[config.mk]
export PLATFORM = sky130hd
export DESIGN_NAME = psw_reg
export DESIGN_NICKNAME = d
export VERILOG_FILES = /design/src/rtl/psw_pkg.sv /design/src/rtl/psw_cmd_dec.sv /design/src/rtl/psw_bit.sv /design/src/rtl/psw_push_img.sv /design/src/rtl/psw_reg.sv
export SDC_FILE = /design/constraint.sdc
export NUM_CORES = 1
export LEC_CHECK = 0
export BUFFER_PORTS_ARGS = -buffer_cell sky130_fd_sc_hd__buf_2
export CORE_MARGIN = 1
export CORE_UTILIZATION = 36
export DETAILED_ROUTE_END_ITERATION = 16
export GPL_TIMING_DRIVEN = 1
export HOLD_SLACK_MARGIN = 0.15
export PLACE_DENSITY = 0.82
export SLEW_MARGIN = 20
export SYNTH_ARGS = -nofsm -noshare
export SYNTH_HDL_FRONTEND = slang
export SYNTH_SLANG_ARGS = --single-unit
[constraint.sdc]
create_clock -name clk -period 0.9 [get_ports clk]
set_input_delay 0.09 -clock clk [delete_from_list [all_inputs] [get_ports clk]]
set_output_delay 0.09 -clock clk [all_outputs]
set_load 0.05 [all_outputs]
[src/rtl/psw_pkg.sv]
package psw_pkg;
  localparam int PSW_W = 8;
  localparam int B_C = 0;
  localparam int B_Z = 1;
  localparam int B_I = 2;
  localparam int B_D = 3;
  localparam int B_B = 4;
  localparam int B_S = 5;
  localparam int B_V = 6;
  localparam int B_N = 7;

  typedef enum logic [2:0] {
    OP_NONE = 3'd0,
    OP_SETC = 3'd1,
    OP_CLRC = 3'd2,
    OP_SETI = 3'd3,
    OP_CLRI = 3'd4,
    OP_SETD = 3'd5,
    OP_CLRD = 3'd6,
    OP_CLRV = 3'd7
  } psw_op_e;

  function automatic logic [PSW_W-1:0] reset_flags(logic spare);
    logic [PSW_W-1:0] r;
    r = '0;
    r[B_I] = 1'b1;
    r[B_S] = spare;
    return r;
  endfunction
endpackage

[src/rtl/psw_cmd_dec.sv]
module psw_cmd_dec
  import psw_pkg::*;
(
  input  psw_op_e          op,
  output logic [PSW_W-1:0] set_v,
  output logic [PSW_W-1:0] clr_v
);
  always_comb begin
    set_v = '0;
    clr_v = '0;
    case (op)
      OP_SETC: set_v[B_C] = 1'b1;
      OP_CLRC: clr_v[B_C] = 1'b1;
      OP_SETI: set_v[B_I] = 1'b1;
      OP_CLRI: clr_v[B_I] = 1'b1;
      OP_SETD: set_v[B_D] = 1'b1;
      OP_CLRD: clr_v[B_D] = 1'b1;
      OP_CLRV: clr_v[B_V] = 1'b1;
      default: ;
    endcase
  end
endmodule

[src/rtl/psw_bit.sv]
module psw_bit #(
  parameter logic RST_VAL = 1'b0
) (
  input  logic clk,
  input  logic rst,
  input  logic pull,
  input  logic pull_val,
  input  logic force_one,
  input  logic set_one,
  input  logic clr_zero,
  input  logic upd,
  input  logic upd_val,
  output logic q
);
  always_ff @(posedge clk) begin
    if (rst)            q <= RST_VAL;
    else if (pull)      q <= pull_val;
    else if (force_one) q <= 1'b1;
    else if (set_one)   q <= 1'b1;
    else if (clr_zero)  q <= 1'b0;
    else if (upd)       q <= upd_val;
  end
endmodule

[src/rtl/psw_push_img.sv]
module psw_push_img
  import psw_pkg::*;
#(
  parameter logic SPARE_VAL = 1'b1
) (
  input  logic             clk,
  input  logic             rst,
  input  logic             take,
  input  logic             brk,
  input  logic [PSW_W-1:0] live,
  output logic [PSW_W-1:0] img
);
  logic [PSW_W-1:0] img_n;
  logic [PSW_W-1:0] img_rst;

  always_comb begin
    img_n      = live;
    img_n[B_B] = brk;
    img_n[B_S] = SPARE_VAL;
    img_rst      = '0;
    img_rst[B_S] = SPARE_VAL;
  end

  always_ff @(posedge clk) begin
    if (rst)       img <= img_rst;
    else if (take) img <= img_n;
  end

  a_r8_brk_source: assert property (@(posedge clk) disable iff (rst)
    take |=> (img[B_B] == $past(brk)) && (img[B_S] == SPARE_VAL));
  a_r8_hold: assert property (@(posedge clk) disable iff (rst)
    (!take && !$past(rst)) |=> $stable(img));
endmodule

[src/rtl/psw_reg.sv]
module psw_reg
  import psw_pkg::*;
#(
  parameter int   DW        = 8,
  parameter logic SPARE_VAL = 1'b1
) (
  input  logic             clk,
  input  logic             rst,
  input  logic             res_upd,
  input  logic [DW-1:0]    res_data,
  input  logic             alu_c_upd,
  input  logic             alu_c,
  input  logic             alu_v_upd,
  input  logic             alu_v,
  input  logic [2:0]       cmd_op,
  input  logic             irq_take,
  input  logic             irq_is_brk,
  input  logic             pull_load,
  input  logic [PSW_W-1:0] pull_data,
  output logic [PSW_W-1:0] flags,
  output logic [PSW_W-1:0] push_image
);
  localparam logic [PSW_W-1:0] RST_FLAGS = reset_flags(SPARE_VAL);
  localparam int               MSB       = DW - 1;

  psw_op_e          op_e;
  logic [PSW_W-1:0] set_v, clr_v, upd_en, upd_val, pull_val, force_v;

  assign op_e = psw_op_e'(cmd_op);

  psw_cmd_dec u_dec (
    .op    (op_e),
    .set_v (set_v),
    .clr_v (clr_v)
  );

  always_comb begin
    upd_en   = '0;
    upd_val  = '0;
    force_v  = '0;
    pull_val = pull_data;
    upd_en[B_C]  = alu_c_upd;
    upd_val[B_C] = alu_c;
    upd_en[B_V]  = alu_v_upd;
    upd_val[B_V] = alu_v;
    upd_en[B_Z]  = res_upd;
    upd_val[B_Z] = ~|res_data;
    upd_en[B_N]  = res_upd;
    upd_val[B_N] = res_data[MSB];
    force_v[B_I] = irq_take;
    pull_val[B_B] = 1'b0;
    pull_val[B_S] = SPARE_VAL;
  end

  for (genvar g = 0; g < PSW_W; g++) begin : g_bit
    psw_bit #(.RST_VAL(RST_FLAGS[g])) u_bit (
      .clk       (clk),
      .rst       (rst),
      .pull      (pull_load),
      .pull_val  (pull_val[g]),
      .force_one (force_v[g]),
      .set_one   (set_v[g]),
      .clr_zero  (clr_v[g]),
      .upd       (upd_en[g]),
      .upd_val   (upd_val[g]),
      .q         (flags[g])
    );
  end

  psw_push_img #(.SPARE_VAL(SPARE_VAL)) u_push (
    .clk  (clk),
    .rst  (rst),
    .take (irq_take),
    .brk  (irq_is_brk),
    .live (flags),
    .img  (push_image)
  );

  a_r1_reset_value: assert property (@(posedge clk)
    $past(rst) |-> flags == RST_FLAGS);
  a_r3_zero_result: assert property (@(posedge clk) disable iff (rst)
    (res_upd && !pull_load) |=> flags[B_Z] == ($past(res_data) == '0));
  a_r5_irq_masks: assert property (@(posedge clk) disable iff (rst)
    (irq_take && !pull_load) |=> flags[B_I]);
  a_r7_pull_load: assert property (@(posedge clk) disable iff (rst)
    pull_load |=> (flags[7:6] == $past(pull_data[7:6])) &&
                  (flags[3:0] == $past(pull_data[3:0])) &&
                  (flags[B_B] == 1'b0) && (flags[B_S] == SPARE_VAL));
  a_r9_single_target: assert property (@(posedge clk) disable iff (rst)
    $countones({set_v, clr_v}) <= 1);
endmodule

* Word level (Yosys, flattened, before mapping)
Cells that the tools add are included.
** Operators by class
- Reductions and logical operators :: 7
- Mux-type cells :: 25
- Equal/unequal tests :: 7
** Operators by type and width (number)
- $mux 1 :: 25
- $eq 3x3->1 const B :: 4
- $reduce_bool 4->1 :: 2
- $reduce_or 8->1 :: 1
- $eq 3x2->1 const B :: 2
- $reduce_bool 3->1 :: 2
- $eq 3x1->1 const B :: 1
- $reduce_bool 2->1 :: 1
- $logic_not 1->1 :: 1
** Word-level totals
- Bits of input ports :: 29
- Register bits :: 13
- Output and inout bits :: 16
- Logic and storage cells :: 46

* Depth between registers and ports, before layout
Gate-level depths: netlist of run 1.
- Depth in word-level cells :: 6
- Depth in mapped cells :: 4
- Gate-level depth less buffers :: 4

* Cells and area by module
A second synthesis of run 1 with hierarchy kept.
** Unflattened totals
- Cell total of the unflattened synthesis :: 94
- Area, all modules :: 889.6 um2
** By module, submodules not included
- psw_bit (g_bit[0].u_bit ...) :: times used 6, cells an instance 6, area each 58.8 um2, sequential area each 20.0 um2
- psw_push_img :: times used 1, cells an instance 24, area each 259.0 um2, sequential area each 140.1 um2
- psw_cmd_dec :: times used 1, cells an instance 17, area each 131.4 um2, sequential area each 0.0 um2
- psw_bit (g_bit[2].u_bit ...) :: times used 2, cells an instance 6, area each 60.1 um2, sequential area each 20.0 um2
- psw_reg :: times used 1, cells an instance 5, area each 26.3 um2, sequential area each 0.0 um2

* Least setup slack after synthesis of run 1
OpenSTA, ideal clock, no wires.
- Kind :: register to register
- From :: register, netlist name g_bit[0].u_bit.q
- To :: register g_bit[0].u_bit.q
- Period minus slack after synthesis :: 939 ps
- Library setup time :: 122 ps
- Path slack :: -39 ps
- Buffers on the path :: 0
- Cell stages (with the launch flop) :: 5
- Required time :: 778 ps
- Data arrival time :: 818 ps
- Cells stage by stage :: dfxtp_1 -> mux2i_1 -> o21ai_0 -> a211oi_1 -> nor3_1
** RTL lines
- to (signal assigned) :: line psw_bit.sv:17 : else if (pull) q <= pull_val;
- to (signal assigned) :: line psw_bit.sv:21 : else if (upd) q <= upd_val;
- to (decl) :: line psw_bit.sv:13 : output logic q

==> results.yml, run 1 <==
synth:
  syn_avg_cell_area_um2: 8.81
  synthTopCellsByArea: "dfxtp_1 (39%), mux2i_1 (15%), buf_4 (10%)"
  seq_area_frac_synth: 0.394
  synth_flop_cell: "dfxtp_1"
  yosysTopAreaCell: "dfxtp_1"
  yosysMostFrequentCell: "dfxtp_1"
  netlist_instances: 75
  synthesis.area_um2: 661
  synthArstFlopShare: 0
  ys_ff_latch: 13
  synth_edf_count: 0
  yosys.cell_types.count: 25
  synth_top_cell_area_share: 0.394
  synth_common_cells: "dfxtp_1 (13), nor2_1 (11), mux2i_1 (10)"
  yosysWarningCount: 0
timing:
  finalSetupTns_ps: -215
  final_hold_viol_count: 0
  setup_viol: 4
  clock_skew_ps: 0.0585
  fmax_ghz: 1.00
  period_minus_slack_ps: 999
  drv_slew: 0
  finalWorstSetupSlack_ps: -99.3
  rsz0062_at_grt: "true"
  post-route-period-util: 1.11
cts:
  clockRootBuffer: "clkbuf_4"
  clock_latency_ps: 270
  post_cts_buffers: 0
  clk_pin_slew_worst_paths_ps: 80
  tritoncts: "done"
  cts_buffers: 3
  cts.sinks: 13
  htreeDepth: 1
  cts_buffer_depth: 2
route:
  drtIter0Drc: 3
  dr.pass1.iters: 2
  dr_total_vias: 687
  drc: 0
  final_antenna_net_count: 0
  wl_um: 1680
  wire_per_inst_um: 11.2
  via_per_inst: 4.55
power:
  ir_drop_mv: 0.999
  pwr-share-seq: 0.434
  p_clk_frac: 0.240
  power_frac_comb: 0.326
  p_leak_nw: 0.536
  internal-power_w: 0.00101
  switching_share: 0.314
  power_density_nw_per_um2: 1270
  switchingPower_w: 0.000462
run_status:
  status: "finished, violations left"
  violations: "setup timing"
setup_path:
  slowest_stage: "dfxtp_2"
  startpoint_type: "flop"
  path_cells: "mux2i_2, o21ai_1, a211oi_1, nor3_1"
  startpoint: "g_bit[0].u_bit.q$_SDFFE_PP0P_"
  crit_required_ps: 1060
  critPathMaxStageDelay_ps: 330
  reg2reg_from: "g_bit[0].u_bit.q$_SDFFE_PP0P_"
  path_max_fanout: 2
  arrival_ps: 1160
  worstSetupPathType: "flop to flop"
  cp-end-kind: "flop"
floorplan:
  ioPinCount: 45
  die_area_um2: 2010
  num_rows: 15
  start_util: 0.383
  chipWidth_um: 44.8
  fp.coreArea_um2: 1730
  die_h_um: 44.8
place:
  portBuffers: 39
  gp_congestion: 0.775
  hpwl_um: 1130
  post_dp_cell_area_um2: 882
global_route:
  grt_max_degree: 11
  grt_pass1_vias: 644
  grt_overflow: 0
  grt_pass1_wl_um: 2530
  grt_usage: 0.176
  antenna_found_initial: 0
hold_path:
  min_from: "pull_data[1]"
  holdCritPathClass: "input port to flop"
final_layout:
  fin_area_um2: 1150
  fillers: 156
  drive_gt1_frac: 0.556
  antenna_cells: 0
  fin_util: 0.668
  finalNetCount: 156
  synthToLayoutAreaGrowth_pct: 74.6
job:
  maxCapViolations: 0
## area by class of cell
class,instances,area [um2],area share
timing repair buffer,58,482,0.418
sequential,13,279,0.242
tap,25,31.3,0.0271
clock buffer,4,26.3,0.0228
multi-input combinational,50,332,0.287
inverter,1,3.75,0.00325
## logic make-up after synthesis
logic type	synth area share
DFF	0.394
and+or+nand+nor	0.182
other	0.0114
muxes	0.152
AOI/OAI and AO/OA	0.133
buffers and inverters	0.129
## timing repair
item	CTS	global route
resized for setup	35	14
hold endpoints to repair	8	2
hold buffers	8	3
endpoints found under the setup margin	16	17
pin swaps	2	5
## critical path, delay by kind of cell (launching register included)
| family | cells | cell delay (ps) |
|---|---|---|
| multiplexers | 1 | 180 |
| AO/OA/AOI/OAI | 2 | 320 |
| flip-flops | 1 | 330 |
| AND/OR/NAND/NOR | 1 | 60 |
## power groups by stage
stage               Combinational (W)  Clock (W)  Sequential, W
global placement             0.000373          0       0.000637
global route                 0.000511   0.000402       0.000643
detailed placement           0.000382          0       0.000638
CTS                          0.000456   0.000379       0.000632
floorplan                    0.000218          0       0.000689
finish                       0.000480   0.000353       0.000638
## state kept, by name, summed over array words and instances, names as in the netlist
register       count
u_push.img         7
g_bit.u_bit.q      6
## stage by stage
step	hold WS (ps)	total power [W]	setup WS, ps	instances
floorplan	169	0.000907	5.26	76
global placement	318	0.00101	-64.5	136
finish	113	0.00147	-99.3	151
global route	162	0.00156	-146	151
CTS	90.0	0.00147	-71.8	148
detailed placement	333	0.00102	-90.8	136
## metal layers
| metal | share of wire | vias to the layer above | track usage |
|---|---|---|---|
| met5 | 0 | - | 0 |
| met4 | 0.0024 | 0 | 0.0909 |
| met3 | 0.087 | 2 | 0.0400 |
| met2 | 0.50 | 40 | 0.318 |
| met1 | 0.41 | 299 | 0.190 |
| li1 | - | 346 | - |
## placed cells by master, fill, tap and decap left out, types with 2 or more instances in the layout
cell type      instances
buf_6                  9
dfxtp_2               12
nor2b_1                2
nor3_1                 2
dlygate4sd3_1         11
nand2_1                2
nor2_1                11
buf_4                  6
buf_8                  5
conb_1                 3
a21oi_1                5
clkbuf_4               3
mux2i_1                9
buf_2                 26
## worst paths after layout
| kind | end | slack [ps] | cells after the start |
|---|---|---|---|
| worst max-delay path | g_bit[0].u_bit.q$_SDFFE_PP0P_ | -100 | 4 |
| worst min-delay path | g_bit[1].u_bit.q$_SDFFE_PP0P_ | 110 | 3 |
| worst max register to register | g_bit[0].u_bit.q$_SDFFE_PP0P_ | -100 | 4 |
| worst min register to register | u_push.img[0]$_SDFFE_PP0P_ | 500 | 2 |
Note: power is estimated with default switching activity, not from simulation.
==> inputs of run 2 (changes only) <==
CORE_UTILIZATION = 39   (was 36)
PLACE_DENSITY = 0.84   (was 0.82)
clock period = 1.1 ns   (was 0.9 ns; I/O delays follow)
==> run 2 against run 1 <==
  * The run now ends clean
  * Routed wire length grew 3.6%
  * Via count unchanged
  * Total power shrank 21%
  * Final cell count is 9.3% lower
  * Die area shrank 7.4%
  * Critical path depth decreased by 3
==> results.yml, run 2 (synthesis gave the netlist of run 1 again) <==
setup_path:
  rr_endpoint: "g_bit[0].u_bit.q$_SDFFE_PP0P_"
  worstSetupPathType: "flop to output port"
  crit_required_ps: 990
  critPathMaxStageDelay_ps: 380
  arrival_ps: 940
  slowest_stage: "dfxtp_1"
  cp-end-kind: "output port"
  reg2reg_slack_ps: 110
  cp.depth: 1
  ff2ff_path_depth: 4
  crit_buf_inv: 1
  startpoint_type: "flop"
  reg2reg_from: "g_bit[0].u_bit.q$_SDFFE_PP0P_"
  crit_family: "flip-flops"
  path_max_fanout: 4
  path_cells: "buf_2"
global_route:
  grt_util_met2: 0.331
  grt_most_used_layer: "met2"
  grt_usage: 0.193
  grtUsageMet1: 0.223
  met3_usage: 0.0681
  grt_max_degree: 15
  grt_pass1_vias: 666
  grt_overflow: 0
  antenna_found_initial: 0
  grt_pass1_wl_um: 2650
floorplan:
  die_h_um: 43.2
  chipWidth_um: 43.2
  fp.coreArea_um2: 1540
  num_rows: 14
  die_area_um2: 1860
  ioPinCount: 45
  start_util: 0.429
final_layout:
  antenna_cells: 0
  regMostFlops: "u_push.img"
  finalNetCount: 151
  drive_gt1_frac: 0.413
  fillers: 141
  largest_reg_flops: 7
  fin_area_um2: 988
  final_cell_mix: "buf_2 (38), dlygate4sd3_1 (14), dfxtp_1 (13)"
  final_common_cell: "buf_2"
  final_cells: 137
  synthToLayoutAreaGrowth_pct: 49.6
  reg.largest.list: "u_push.img: 7 flops, g_bit.u_bit.q: 6 flops"
route:
  via_per_inst: 5.01
  drc: 0
  final_antenna_net_count: 0
  wire_per_inst_um: 12.7
  wl_um: 1750
  dr.pass1.iters: 4
  dr_total_vias: 687
  drtIter0Drc: 8
job:
  maxCapViolations: 0
place:
  dp.cells: 119
  gp_congestion: 0.719
  hpwl_um: 1040
  portBuffers: 39
  post_dp_cell_area_um2: 798
cts:
  post_cts_buffers: 0
  clk_pin_slew_worst_paths_ps: 80
  cts_buffers: 3
  tritoncts: "done"
  cts.sinks: 13
  clockRootBuffer: "clkbuf_4"
  htreeDepth: 1
  clock_latency_ps: 280
  cts_buffer_depth: 2
power:
  p_leak_nw: 0.481
  power_density_nw_per_um2: 1170
  finalPower_w: 0.00116
  pwr-share-seq: 0.445
  p_clk_frac: 0.266
  switching_share: 0.336
  internal-power_w: 0.000767
  ir_drop_mv: 0.835
  switchingPower_w: 0.000389
  power_frac_comb: 0.289
run_status:
  status: "completed"
timing:
  clock_skew_ps: 4.26
  drv_slew: 0
  fmax_ghz: 0.953
  final_hold_viol_count: 0
  period_minus_slack_ps: 1050
  finalSetupTns_ps: 0
  rsz0062_at_grt: "false"
  setup_viol: 0
  post-route-period-util: 0.954
  fin_hold_ws_ps: 150
hold_path:
  min_from: "pull_data[2]"
  hold_depth: 4
  min_to: "g_bit[2].u_bit.q$_SDFFE_PP1P_"
  holdCritPathClass: "input port to flop"
run 2: cell count changes in the layout (fill, tap and decap cells not counted), moves of 3 or more:
cell           before  now
dfxtp_1             0   13
buf_2              26   38
dfxtp_2            12    0
buf_6               9    0
buf_4               6    1
buf_8               5    0
dlygate4sd3_1      11   14
run 2: worst max-delay path by stage:
stage | from | endpoint | slack, ps
2_1_floorplan | g_bit[0].u_bit.q$_SDFFE_PP0P_ | g_bit[0].u_bit.q$_SDFFE_PP0P_ | 160
3_3_place_gp | cmd_op[1] | g_bit[2].u_bit.q$_SDFFE_PP1P_ | 100
3_5_place_dp | g_bit[0].u_bit.q$_SDFFE_PP0P_ | g_bit[0].u_bit.q$_SDFFE_PP0P_ | 60
4_1_cts | g_bit[3].u_bit.q$_SDFFE_PP0P_ | flags[3] | 40
5_1_grt | g_bit[2].u_bit.q$_SDFFE_PP1P_ | flags[2] | 6
6_report | g_bit[3].u_bit.q$_SDFFE_PP0P_ | flags[3] | 50
run 2: power groups by stage:
stage	clock network [W]	logic [W]	registers [W]
global route	0.000337	0.000355	0.000517
CTS	0.000313	0.000320	0.000513
finish	0.000308	0.000334	0.000514
global placement	0	0.000276	0.000523
floorplan	0	0.000178	0.000564
detailed placement	0	0.000281	0.000523
run 2: what timing repair did:
action	CTS	global route
endpoints found under the hold margin	6	0
resized for setup	1	5
pin swaps	0	1
hold buffers	14	0
setup endpoints to repair	1	2
run 2: final cells by class:
type                       instances  area, um2  share of cell area
multi-input combinational         50        340               0.344
timing repair buffer              53        338               0.342
sequential                        13        260               0.263
clock buffer                       4       26.3              0.0266
tap                               16       20.0              0.0203
inverter                           1       3.75             0.00380
run 2: stage by stage:
stage | worst slack (ps) | utilization
after global routing | 6.05 | 0.641
after CTS | 40.1 | 0.627
after floorplan | 161 | -
after global placement | 96.2 | 0.518
final | 50.2 | 0.641
after detailed placement | 59.7 | 0.518
run 2: routing by layer:
layer,wire (um),vias to the layer above,share of wire
met5,0,-,0
met4,13,0,0.0074
met3,156,2,0.089
met2,872,43,0.50
met1,702,307,0.40
li1,-,335,-
run 2: worst reg2reg max path, delay by kind of cell, from the launching register on:
| kind | cells | cell delay, ps |
|---|---|---|
| compound gates | 2 | 310 |
| flops | 1 | 340 |
| mux | 1 | 170 |
| simple gates | 1 | 70 |
